**src/rtl/wdt_pkg.sv**
```systemverilog
package wdt_pkg;
   localparam int DATA_W      = 8;
   localparam int SEL_W       = 2;
   localparam int MAX_BASE    = 28;

   // control/status register bit positions (software-visible encoding)
   localparam int BIT_POR     = 6;
   localparam int BIT_INT     = 3;
   localparam int BIT_RSTF    = 2;
   localparam int BIT_RST_EN  = 1;
   localparam int BIT_RESTART = 0;

   localparam logic ADDR_CTRL = 1'b0;
   localparam logic ADDR_SEL  = 1'b1;

   // unscaled interval exponent for each select code
   function automatic int base_exp(input int code);
      case (code)
         0:       base_exp = 23;
         1:       base_exp = 25;
         2:       base_exp = 26;
         default: base_exp = MAX_BASE;
      endcase
   endfunction
endpackage

```
**src/rtl/wdt_interval.sv**
```systemverilog
module wdt_interval #(
   parameter int EXP_SHIFT = 0
) (
   input  logic                     clk,
   input  logic                     por_n,
   input  logic                     clr,
   input  logic                     run,
   input  logic [wdt_pkg::SEL_W-1:0] sel,
   output logic                     timeout
);
   localparam int CW    = wdt_pkg::MAX_BASE - EXP_SHIFT;
   localparam int NSEL  = 1 << wdt_pkg::SEL_W;

   logic [CW-1:0]   cnt_q;
   logic [NSEL-1:0] hit;

   for (genvar i = 0; i < NSEL; i++) begin : g_term
      localparam int EI = wdt_pkg::base_exp(i) - EXP_SHIFT;
      localparam logic [CW-1:0] TERM = {CW{1'b1}} >> (CW - EI);
      assign hit[i] = (cnt_q == TERM);
   end

   assign timeout = run && !clr && hit[sel];

   always_ff @(posedge clk or negedge por_n) begin
      if (!por_n)       cnt_q <= '0;
      else if (clr)     cnt_q <= '0;
      else if (run) begin
         if (timeout)   cnt_q <= '0;
         else           cnt_q <= cnt_q + 1'b1;
      end
   end

   // stopped timer holds zero
   assert_idle_hold_R3: assert property (@(posedge clk) disable iff (!por_n)
      !run |-> (cnt_q == '0));
   // restart or clear leaves the counter at zero
   assert_restart_zero_R4: assert property (@(posedge clk) disable iff (!por_n)
      clr |=> (cnt_q == '0));
endmodule

```
**src/rtl/wdt_stage.sv**
```systemverilog
module wdt_stage #(
   parameter int RST_DELAY = 512,
   parameter int RST_PULSE = 2
) (
   input  logic clk,
   input  logic por_n,
   input  logic timeout,
   input  logic cancel,
   input  logic rst_en,
   output logic fire,
   output logic rst_req
);
   localparam int DW = $clog2(RST_DELAY);
   localparam int PW = $clog2(RST_PULSE + 1);

   logic          pend_q;
   logic [DW-1:0] dly_q;
   logic [PW-1:0] pcnt_q;
   logic          dly_last;

   assign dly_last = (dly_q == DW'(RST_DELAY - 1));
   assign fire     = pend_q && dly_last && rst_en && !cancel;
   assign rst_req  = (pcnt_q != '0);

   always_ff @(posedge clk or negedge por_n) begin
      if (!por_n) begin
         pend_q <= 1'b0;
         dly_q  <= '0;
      end else if (cancel) begin
         pend_q <= 1'b0;
         dly_q  <= '0;
      end else if (pend_q) begin
         if (dly_last) pend_q <= 1'b0;
         else          dly_q  <= dly_q + 1'b1;
      end else if (timeout) begin
         pend_q <= 1'b1;
         dly_q  <= '0;
      end
   end

   always_ff @(posedge clk or negedge por_n) begin
      if (!por_n)              pcnt_q <= '0;
      else if (fire)           pcnt_q <= PW'(RST_PULSE);
      else if (pcnt_q != '0)   pcnt_q <= pcnt_q - 1'b1;
   end

   assert_fire_req_R7: assert property (@(posedge clk) disable iff (!por_n)
      fire |=> rst_req);
   assert_fire_gate_R8: assert property (@(posedge clk) disable iff (!por_n)
      fire |-> rst_en);
endmodule

```
**src/rtl/wdt_regs.sv**
```systemverilog
module wdt_regs
   import wdt_pkg::*;
(
   input  logic              clk,
   input  logic              por_n,
   input  logic              ext_rst,
   input  logic              reg_wr,
   input  logic              reg_addr,
   input  logic [DATA_W-1:0] reg_wdata,
   input  logic              timeout,
   input  logic              fire,
   output logic [DATA_W-1:0] reg_rdata,
   output logic              int_flag,
   output logic              rst_en,
   output logic [SEL_W-1:0]  sel,
   output logic              run,
   output logic              restart
);
   logic por_flag, rst_flag;
   logic ctl_wr, sel_wr;
   logic unused_wbits;

   assign ctl_wr       = reg_wr && !ext_rst && (reg_addr == ADDR_CTRL);
   assign sel_wr       = reg_wr && !ext_rst && (reg_addr == ADDR_SEL);
   assign restart      = ctl_wr && reg_wdata[BIT_RESTART];
   assign unused_wbits = ^{reg_wdata[7], reg_wdata[5:4]};

   always_ff @(posedge clk or negedge por_n) begin
      if (!por_n) begin
         por_flag <= 1'b1;
         int_flag <= 1'b0;
         rst_flag <= 1'b0;
         rst_en   <= 1'b0;
         sel      <= '0;
         run      <= 1'b0;
      end else begin
         if (ext_rst) begin
            int_flag <= 1'b0;
            rst_en   <= 1'b0;
            sel      <= '0;
         end else begin
            if (timeout)                          int_flag <= 1'b1;
            else if (ctl_wr && !reg_wdata[BIT_INT]) int_flag <= 1'b0;
            if (ctl_wr) begin
               rst_en   <= reg_wdata[BIT_RST_EN];
               por_flag <= reg_wdata[BIT_POR];
            end
            if (sel_wr)  sel <= reg_wdata[SEL_W-1:0];
            if (restart) run <= 1'b1;
         end
         if (fire)                                rst_flag <= 1'b1;
         else if (ctl_wr && !reg_wdata[BIT_RSTF]) rst_flag <= 1'b0;
      end
   end

   always_comb begin
      reg_rdata = '0;
      if (reg_addr == ADDR_CTRL) begin
         reg_rdata[BIT_POR]    = por_flag;
         reg_rdata[BIT_INT]    = int_flag;
         reg_rdata[BIT_RSTF]   = rst_flag;
         reg_rdata[BIT_RST_EN] = rst_en;
      end else begin
         reg_rdata[SEL_W-1:0]  = sel;
      end
   end

   assert_int_source_R6: assert property (@(posedge clk) disable iff (!por_n)
      $rose(int_flag) |-> $past(timeout));
   assert_rstflag_gate_R8: assert property (@(posedge clk) disable iff (!por_n)
      $rose(rst_flag) |-> $past(rst_en));
endmodule

```
**src/rtl/wdt_monitor.sv**
```systemverilog
module wdt_monitor #(
   parameter int EXP_SHIFT = 0,
   parameter int RST_DELAY = 512,
   parameter int RST_PULSE = 2
) (
   input  logic       clk,
   input  logic       por_n,
   input  logic       ext_rst,
   input  logic       reg_wr,
   input  logic       reg_addr,
   input  logic [7:0] reg_wdata,
   output logic [7:0] reg_rdata,
   input  logic       irq_en,
   output logic       irq,
   output logic       rst_req
);
   if (EXP_SHIFT < 0 || EXP_SHIFT > 22) begin : g_bad_shift
      $error("EXP_SHIFT must lie in 0..22");
   end
   if (RST_DELAY < 2) begin : g_bad_delay
      $error("RST_DELAY must be at least 2");
   end
   if (RST_PULSE < 1) begin : g_bad_pulse
      $error("RST_PULSE must be at least 1");
   end

   logic                      timeout, fire, restart, cancel, clr;
   logic                      int_flag, rst_en, run;
   logic [wdt_pkg::SEL_W-1:0] sel;

   assign cancel = restart || ext_rst;
   assign clr    = cancel || fire;
   assign irq    = int_flag && irq_en;

   wdt_regs u_regs (
      .clk(clk), .por_n(por_n), .ext_rst(ext_rst),
      .reg_wr(reg_wr), .reg_addr(reg_addr), .reg_wdata(reg_wdata),
      .timeout(timeout), .fire(fire), .reg_rdata(reg_rdata),
      .int_flag(int_flag), .rst_en(rst_en), .sel(sel),
      .run(run), .restart(restart)
   );

   wdt_interval #(.EXP_SHIFT(EXP_SHIFT)) u_interval (
      .clk(clk), .por_n(por_n), .clr(clr), .run(run),
      .sel(sel), .timeout(timeout)
   );

   wdt_stage #(.RST_DELAY(RST_DELAY), .RST_PULSE(RST_PULSE)) u_stage (
      .clk(clk), .por_n(por_n), .timeout(timeout), .cancel(cancel),
      .rst_en(rst_en), .fire(fire), .rst_req(rst_req)
   );
endmodule

```
**config.mk**
```make
export PLATFORM = sky130hd
export DESIGN_NAME = wdt_monitor
export DESIGN_NICKNAME = d
export VERILOG_FILES = /design/src/rtl/wdt_pkg.sv /design/src/rtl/wdt_interval.sv /design/src/rtl/wdt_stage.sv /design/src/rtl/wdt_regs.sv /design/src/rtl/wdt_monitor.sv
export SDC_FILE = /design/constraint.sdc
export NUM_CORES = 1
export LEC_CHECK = 0
export BUFFER_PORTS_ARGS = -buffer_cell sky130_fd_sc_hd__buf_2
export CAP_MARGIN = 25
export CORE_MARGIN = 2
export CORE_UTILIZATION = 50
export DETAILED_ROUTE_END_ITERATION = 12
export PLACE_DENSITY = 0.71
export SLEW_MARGIN = 20
export SYNTH_ARGS = -nofsm -noshare
export SYNTH_HDL_FRONTEND = slang
export SYNTH_HIERARCHICAL = 1
export SYNTH_SLANG_ARGS = --single-unit
```
**constraint.sdc**
```tcl
create_clock -name clk -period 3.9 [get_ports clk]
set_clock_uncertainty 0.1 [all_clocks]
set_input_delay 0.195 -clock clk [delete_from_list [all_inputs] [get_ports clk]]
set_output_delay 0.195 -clock clk [all_outputs]
set_load 0.01 [all_outputs]
```
* Word-level counts from Yosys, hierarchy flattened
Cells that the tools add are included.
** Word-level totals
- Output and inout bits :: 10
- Logic and storage cells :: 80
- Register bits :: 47
- Input port bits :: 14
** Operators by class
- Add/subtract/negate cells :: 3
- Eq/ne operators :: 6
- Reductions and logical operators :: 30
- $lt $le $gt $ge :: 1
- Bitwise logic cells :: 2
- Multiplexer cells :: 28
** Operator list (count)
- two-way mux 28 bit :: 3
- two-way mux 9 bit :: 4
- adder 28 x 1 -> 28 bit (second input constant) :: 1
- equality test 28 x 23 -> 1 bit (second input constant) :: 1
- equality test 28 x 25 -> 1 bit (second input constant) :: 1
- equality test 28 x 26 -> 1 bit (second input constant) :: 1
- equality test 28 bit (second input constant) :: 1
- two-way mux 1 bit :: 15
- logical AND 1 bit :: 12
- nonzero test 2 bit :: 6
- two-way mux 2 bit :: 5
- adder 9 x 1 -> 9 bit (second input constant) :: 1
- equality test 9 bit (second input constant) :: 1
- AND reduction 2 bit :: 3
- nonzero test 3 bit :: 2
- logical NOT 1 bit :: 5
- < comparator 2 x 3 -> 1 bit (second input constant) :: 1
- inequality test 3 bit (second input constant) :: 1
- binary-select mux 1 bit (select 2 bit) :: 1
- logical OR 1 bit :: 2
- inverter 1 bit :: 2
- subtractor 2 x 1 -> 2 bit (second input constant) :: 1

* Longest topological paths before layout
- Word-level depth :: 14
- Depth in mapped cells :: 15
- Gate-level depth less buffers :: 12

* By module
The synthesis kept the hierarchy.
** By module, submodules not included
- wdt_interval :: area an instance 1680.4 µm², sequential area each 700.7 µm², cells an instance 185, instances 1
- wdt_stage :: area an instance 690.7 µm², sequential area each 300.3 µm², cells an instance 68, instances 1
- wdt_regs :: area an instance 376.6 µm², sequential area each 176.4 µm², cells an instance 37, instances 1
- wdt_monitor :: area an instance 18.8 µm², sequential area each 0.0 µm², cells an instance 3, instances 1

* Worst setup path before layout
No wires, ideal clock.
- Kind :: register to register
- From :: register u_stage.dly_q[0]
- To :: register u_stage.dly_q[7]
- Library setup time :: 0.078 ns
- Period minus slack after synthesis :: 3.401 ns
- Arrival :: 3.224 ns
- Stages on the path, launching flop included :: 15
- Path buffers :: 2
- Data required time :: 3.722 ns
- Path slack :: 0.499 ns
- Cells stage by stage :: dfrtp_1 ha_1 and2_1 nand2_1 nor2_1 ha_1 and4b_1 or3_1 buf_2 clkbuf_1 nor3_1 nor2b_4 o31ai_4 or3_1 a21oi_1
** Between the ends
- Word-level cells in the longest chain between the ends :: 10
- Elaborated cells between the ends (all ways) :: 15
- Classes of those cells :: add/sub: 1; eq/ne: 2; mux: 3; reduce/logical: 9
** RTL lines
- start: declaration :: line wdt_stage.sv:17 : logic [DW-1:0] dly_q;
- start signal: assignment :: line wdt_stage.sv:34 : else dly_q <= dly_q + 1'b1;
- equality test 9 bit :: line wdt_stage.sv:21 : assign dly_last = (dly_q == DW'(RST_DELAY - 1));
- logical AND 1 bit (3 in a row) :: line wdt_stage.sv:22 : assign fire = pend_q && dly_last && rst_en && !cancel;
- via fire :: line wdt_monitor.sv:27 : logic timeout, fire, restart, cancel, clr;
- logical OR 1 bit :: line wdt_monitor.sv:32 : assign clr = cancel || fire;
- via clr :: line wdt_monitor.sv:27
- logical NOT 1 bit :: line wdt_interval.sv:23 : assign timeout = run && !clr && hit[sel];
- logical AND 1 bit (2 in a row) :: line wdt_interval.sv:23
- via timeout :: line wdt_monitor.sv:27
- nonzero test 3 bit (no line)
- AND reduction 2 bit (no line)
The timed path passes the listed nets, and every way through them passes these cells. The select of a mux whose other input is x is not followed.
A chain may end at the register's enable or synchronous reset.

* Worst setup path in the final report
- From :: register u_stage.dly_q[0]
- To :: register u_stage.dly_q[5]
The elaborated chain is that of the path after synthesis.

==> flow_metrics.env <==
export IMPL_syn_area_um2=2770
export IMPL_fin_crit_ns=3.15
export IMPL_placementRows=27
export IMPL_post_synth_top_count_cell="dfrtp_1"
export IMPL_drv_cap=0
export IMPL_areaGrowthSynthToFinish_pct=10.2
export IMPL_max_freq_mhz=317
export IMPL_start_util_pct=50.9
export IMPL_cts_buffers=5
export IMPL_ys_warn_count=6
export IMPL_synth_compound_gate_area_share_pct=10.4
export IMPL_yosysSeqAreaShare_pct=42.6
export IMPL_synthAdderAreaFrac_pct=1.81
export IMPL_htreeDepth=2
export IMPL_ys_ff_latch=47
export IMPL_met3_length_um=170
export IMPL_wl_met2_um=2750
export IMPL_path_class="reg -> reg"
export IMPL_max_stage_delay_ns=0.42
export IMPL_power_total_w=0.000944
export IMPL_grt_use_total_pct=19.4
export IMPL_critical_path_arrival_ns=3.28
export IMPL_dp_hpwl_um=3950
export IMPL_synth_edf_count=0
export IMPL_yosys_area_share_xor_xnor_pct=5.70
export IMPL_io_pins=24
export IMPL_highest_layer="met4"
export IMPL_dieArea_um2=6140
export IMPL_power_leakage_nw=1.34
export IMPL_r2r_cells=13
export IMPL_setup_tns_final_ns=0
export IMPL_cts_setup_buffers=0
export IMPL_synth_area_leaders="dfrtp_1 42%, nor2_1 4.9%, xor2_1 4.1%, nand2_1 3.5%, a21oi_1 3.3%"
export IMPL_critical_path_buf_inv_count=1
export IMPL_cts_sinks=47
export IMPL_core_um2=5440
export IMPL_worst_path_stages=13
export IMPL_firstDrtPassIters=4
export IMPL_cts_root_buf="clkbuf_8"
export IMPL_wl_per_cell_um=14.3
export IMPL_path_delay_family="simple AND/OR/NAND/NOR gates"
export IMPL_grt_pass1_wl_um=9490
export IMPL_grt_overflow_total=0
export IMPL_drive_gt1_share_pct=16.7
export IMPL_hold_violations=0
export IMPL_crit_chain="ha_1 > and2_1 > nand2_1 > nor2_1 > ha_1 > and4b_1 > or3_1 > nor3_1 > buf_4 > nor2b_4 > o31ai_4 > or3_1 > a21oi_1"
export IMPL_clk_pin_slew_ns=0.09
export IMPL_synth_top_cell_area_share_pct=41.6
export IMPL_nNetsFinal=329
export IMPL_grt_max_degree=31
export IMPL_rsz0062_at_grt="false"
export IMPL_required_ns=4.02
export IMPL_hp_class="in -> reg"
export IMPL_synth_simple_area_share_pct=32.3
export IMPL_die_w_um=78.4
export IMPL_ys_dominant_reg_cell="dfrtp_1"
export IMPL_synth_top_family_by_area="simple AND/OR/NAND/NOR gates"
export IMPL_tightestPinTransition_ns=0.741
export IMPL_antenna_left=0
export IMPL_crit_path_max_fanout=6
export IMPL_cp_start_kind="register"
export IMPL_async_reset_ff_share_pct=100
export IMPL_post_route_period_util_pct=80.9
export IMPL_synth_common_cells="46 x dfrtp_1, 36 x nor2_1, 26 x nand2_1, 18 x a21oi_1, 16 x nand3_1"
export IMPL_synth_area_leader_cell="dfrtp_1"
export IMPL_wl_met1_um=2500
export IMPL_end_kind="register"
export IMPL_finalSetupViolations=0
export IMPL_die_y_um=78.4
export IMPL_vias=2153
export IMPL_syn_avg_cell_area_um2=9.44
export IMPL_tritoncts="built"
export IMPL_clock_path_buffers=2
export IMPL_r2r_start="u_stage/dly_q[0]$_DFFE_PN0P_"
export IMPL_cts_repair_resized=0
export IMPL_n_antenna_cell=0
export IMPL_insertion_delay_ns=0.30
export IMPL_fillers=473
export IMPL_grt_pass1_vias=2021
export IMPL_drcViolationCount=0
export IMPL_avgViaCountPerCell=5.61
export IMPL_synthMuxAreaShare_pct=2.89
export IMPL_vdd_drop_max_mv=0.155
export IMPL_final_max_slew_viol_count=0
export IMPL_r2r_end="u_stage/dly_q[5]$_DFFE_PN0P_"
export IMPL_startpoint="u_stage/dly_q[0]$_DFFE_PN0P_"
export IMPL_status="finished clean"
export IMPL_syn_inst=293
export IMPL_io_buffers=17
export IMPL_endpoint="u_stage/dly_q[5]$_DFFE_PN0P_"
export IMPL_slowest_stage="dfrtp_1"
export IMPL_drt_iter0_markers=149
export IMPL_power_density_nw_per_um2=310
export IMPL_reg2reg_slack_ns=0.75
export IMPL_ys_types=57
export IMPL_slew_limit_headroom_pct=50.1
export IMPL_antenna_found_initial=0
export IMPL_finalWirelength_um=5500
export IMPL_gp_congestion=0.773
## kinds of logic (layout without fill, tap and decap cells)
family,after synthesis,count (layout)
XOR/XNOR,18,18
AND/OR/NAND/NOR,152,152
flip-flops,47,47
adder cells (fa/ha/maj),4,4
AO/OA/AOI/OAI,41,41
other,1,3
multiplexers,7,7
buffers and inverters,23,40
## worst min path at each step
stage	startpoint	end	slack (ns)	depth (start not counted)
after floorplan	por_n	u_interval/cnt_q[0]$_DFFE_PN0P_	-0.20	0
after global placement	reg_wdata[6]	u_regs/por_flag$_DFFE_PN1P_	0.33	2
after detailed placement	por_n	u_interval/cnt_q[11]$_DFFE_PN0P_	0.1	1
after CTS	reg_wdata[6]	u_regs/por_flag$_DFFE_PN1P_	0.02	2
after global routing	reg_wdata[6]	u_regs/por_flag$_DFFE_PN1P_	0.02	2
final	reg_wdata[6]	u_regs/por_flag$_DFFE_PN1P_	0.03	2
## power by group
group | internal, W | switching (W)
Combinational | 0.0000261 | 0.0000408
Sequential | 0.000496 | 0.0000105
Clock | 0.000208 | 0.000163
## state kept, by name (all words and copies together) (netlist names)
name,flops
u_regs/rst_flag,1
u_regs/run,1
u_stage/dly_q,9
u_regs/por_flag,1
u_stage/pcnt_q,2
u_stage/pend_q,1
u_regs/int_flag,1
u_regs/rst_en,1
u_interval/cnt_q,28
u_regs/sel,2
## area by class of cell
type                    count  area [um2]  share of cell area [%]
clock buffers               6        82.6                    2.71
clock inverters             2        35.0                    1.15
inverters                   8        30.0                   0.985
multi-input cells         225        1480                    48.6
flip-flops and latches     47        1180                    38.6
well taps                  72        90.1                    2.96
repair buffers             24         150                    4.93
## placed cells by master (no fill, tap or decap), drive strengths merged, types with 4 or more instances in the layout
master / instances
nand3: 18
ha: 4
nor2: 37
dfrtp: 46
xor2: 13
and2b: 4
inv: 8
nand4: 12
or3: 6
nor3: 4
nand2: 26
nand4b: 7
o311ai: 9
o21ai: 6
and3: 4
buf: 22
nor2b: 4
nor4: 8
and2: 4
a21oi: 18
clkbuf: 7
xnor2: 5
mux2: 5
nand2b: 4
## layer usage
| metal | GRT usage (%) | vias up |
|---|---|---|
| met5 | 0 | - |
| met4 | 7.02 | 0 |
| met3 | 2.76 | 7 |
| met2 | 33.5 | 35 |
| met1 | 24.9 | 1030 |
| li1 | - | 1081 |
## per-stage QoR
| step | instances | utilization (%) | hold slack [ns] | worst slack [ns] | cell area [um2] |
|---|---|---|---|---|---|
| after global routing | 384 | 56.0 | 0.0235 | 0.527 | 3050 |
| final | 384 | 56.0 | 0.0256 | 0.746 | 3050 |
| after detailed placement | 374 | 53.6 | 0.0961 | 0.727 | 2920 |
| after global placement | 373 | 53.2 | 0.329 | 0.798 | 2900 |
| after floorplan | 295 | - | -0.201 | 0.499 | 2770 |
| after CTS | 383 | 55.9 | 0.0177 | 0.729 | 3040 |
## timing repair
item	in CTS	in global routing
hold buffers	1	0
setup endpoints to repair	0	0
endpoints found under the hold margin	20	0
Note: power is estimated with default switching activity, not from simulation.
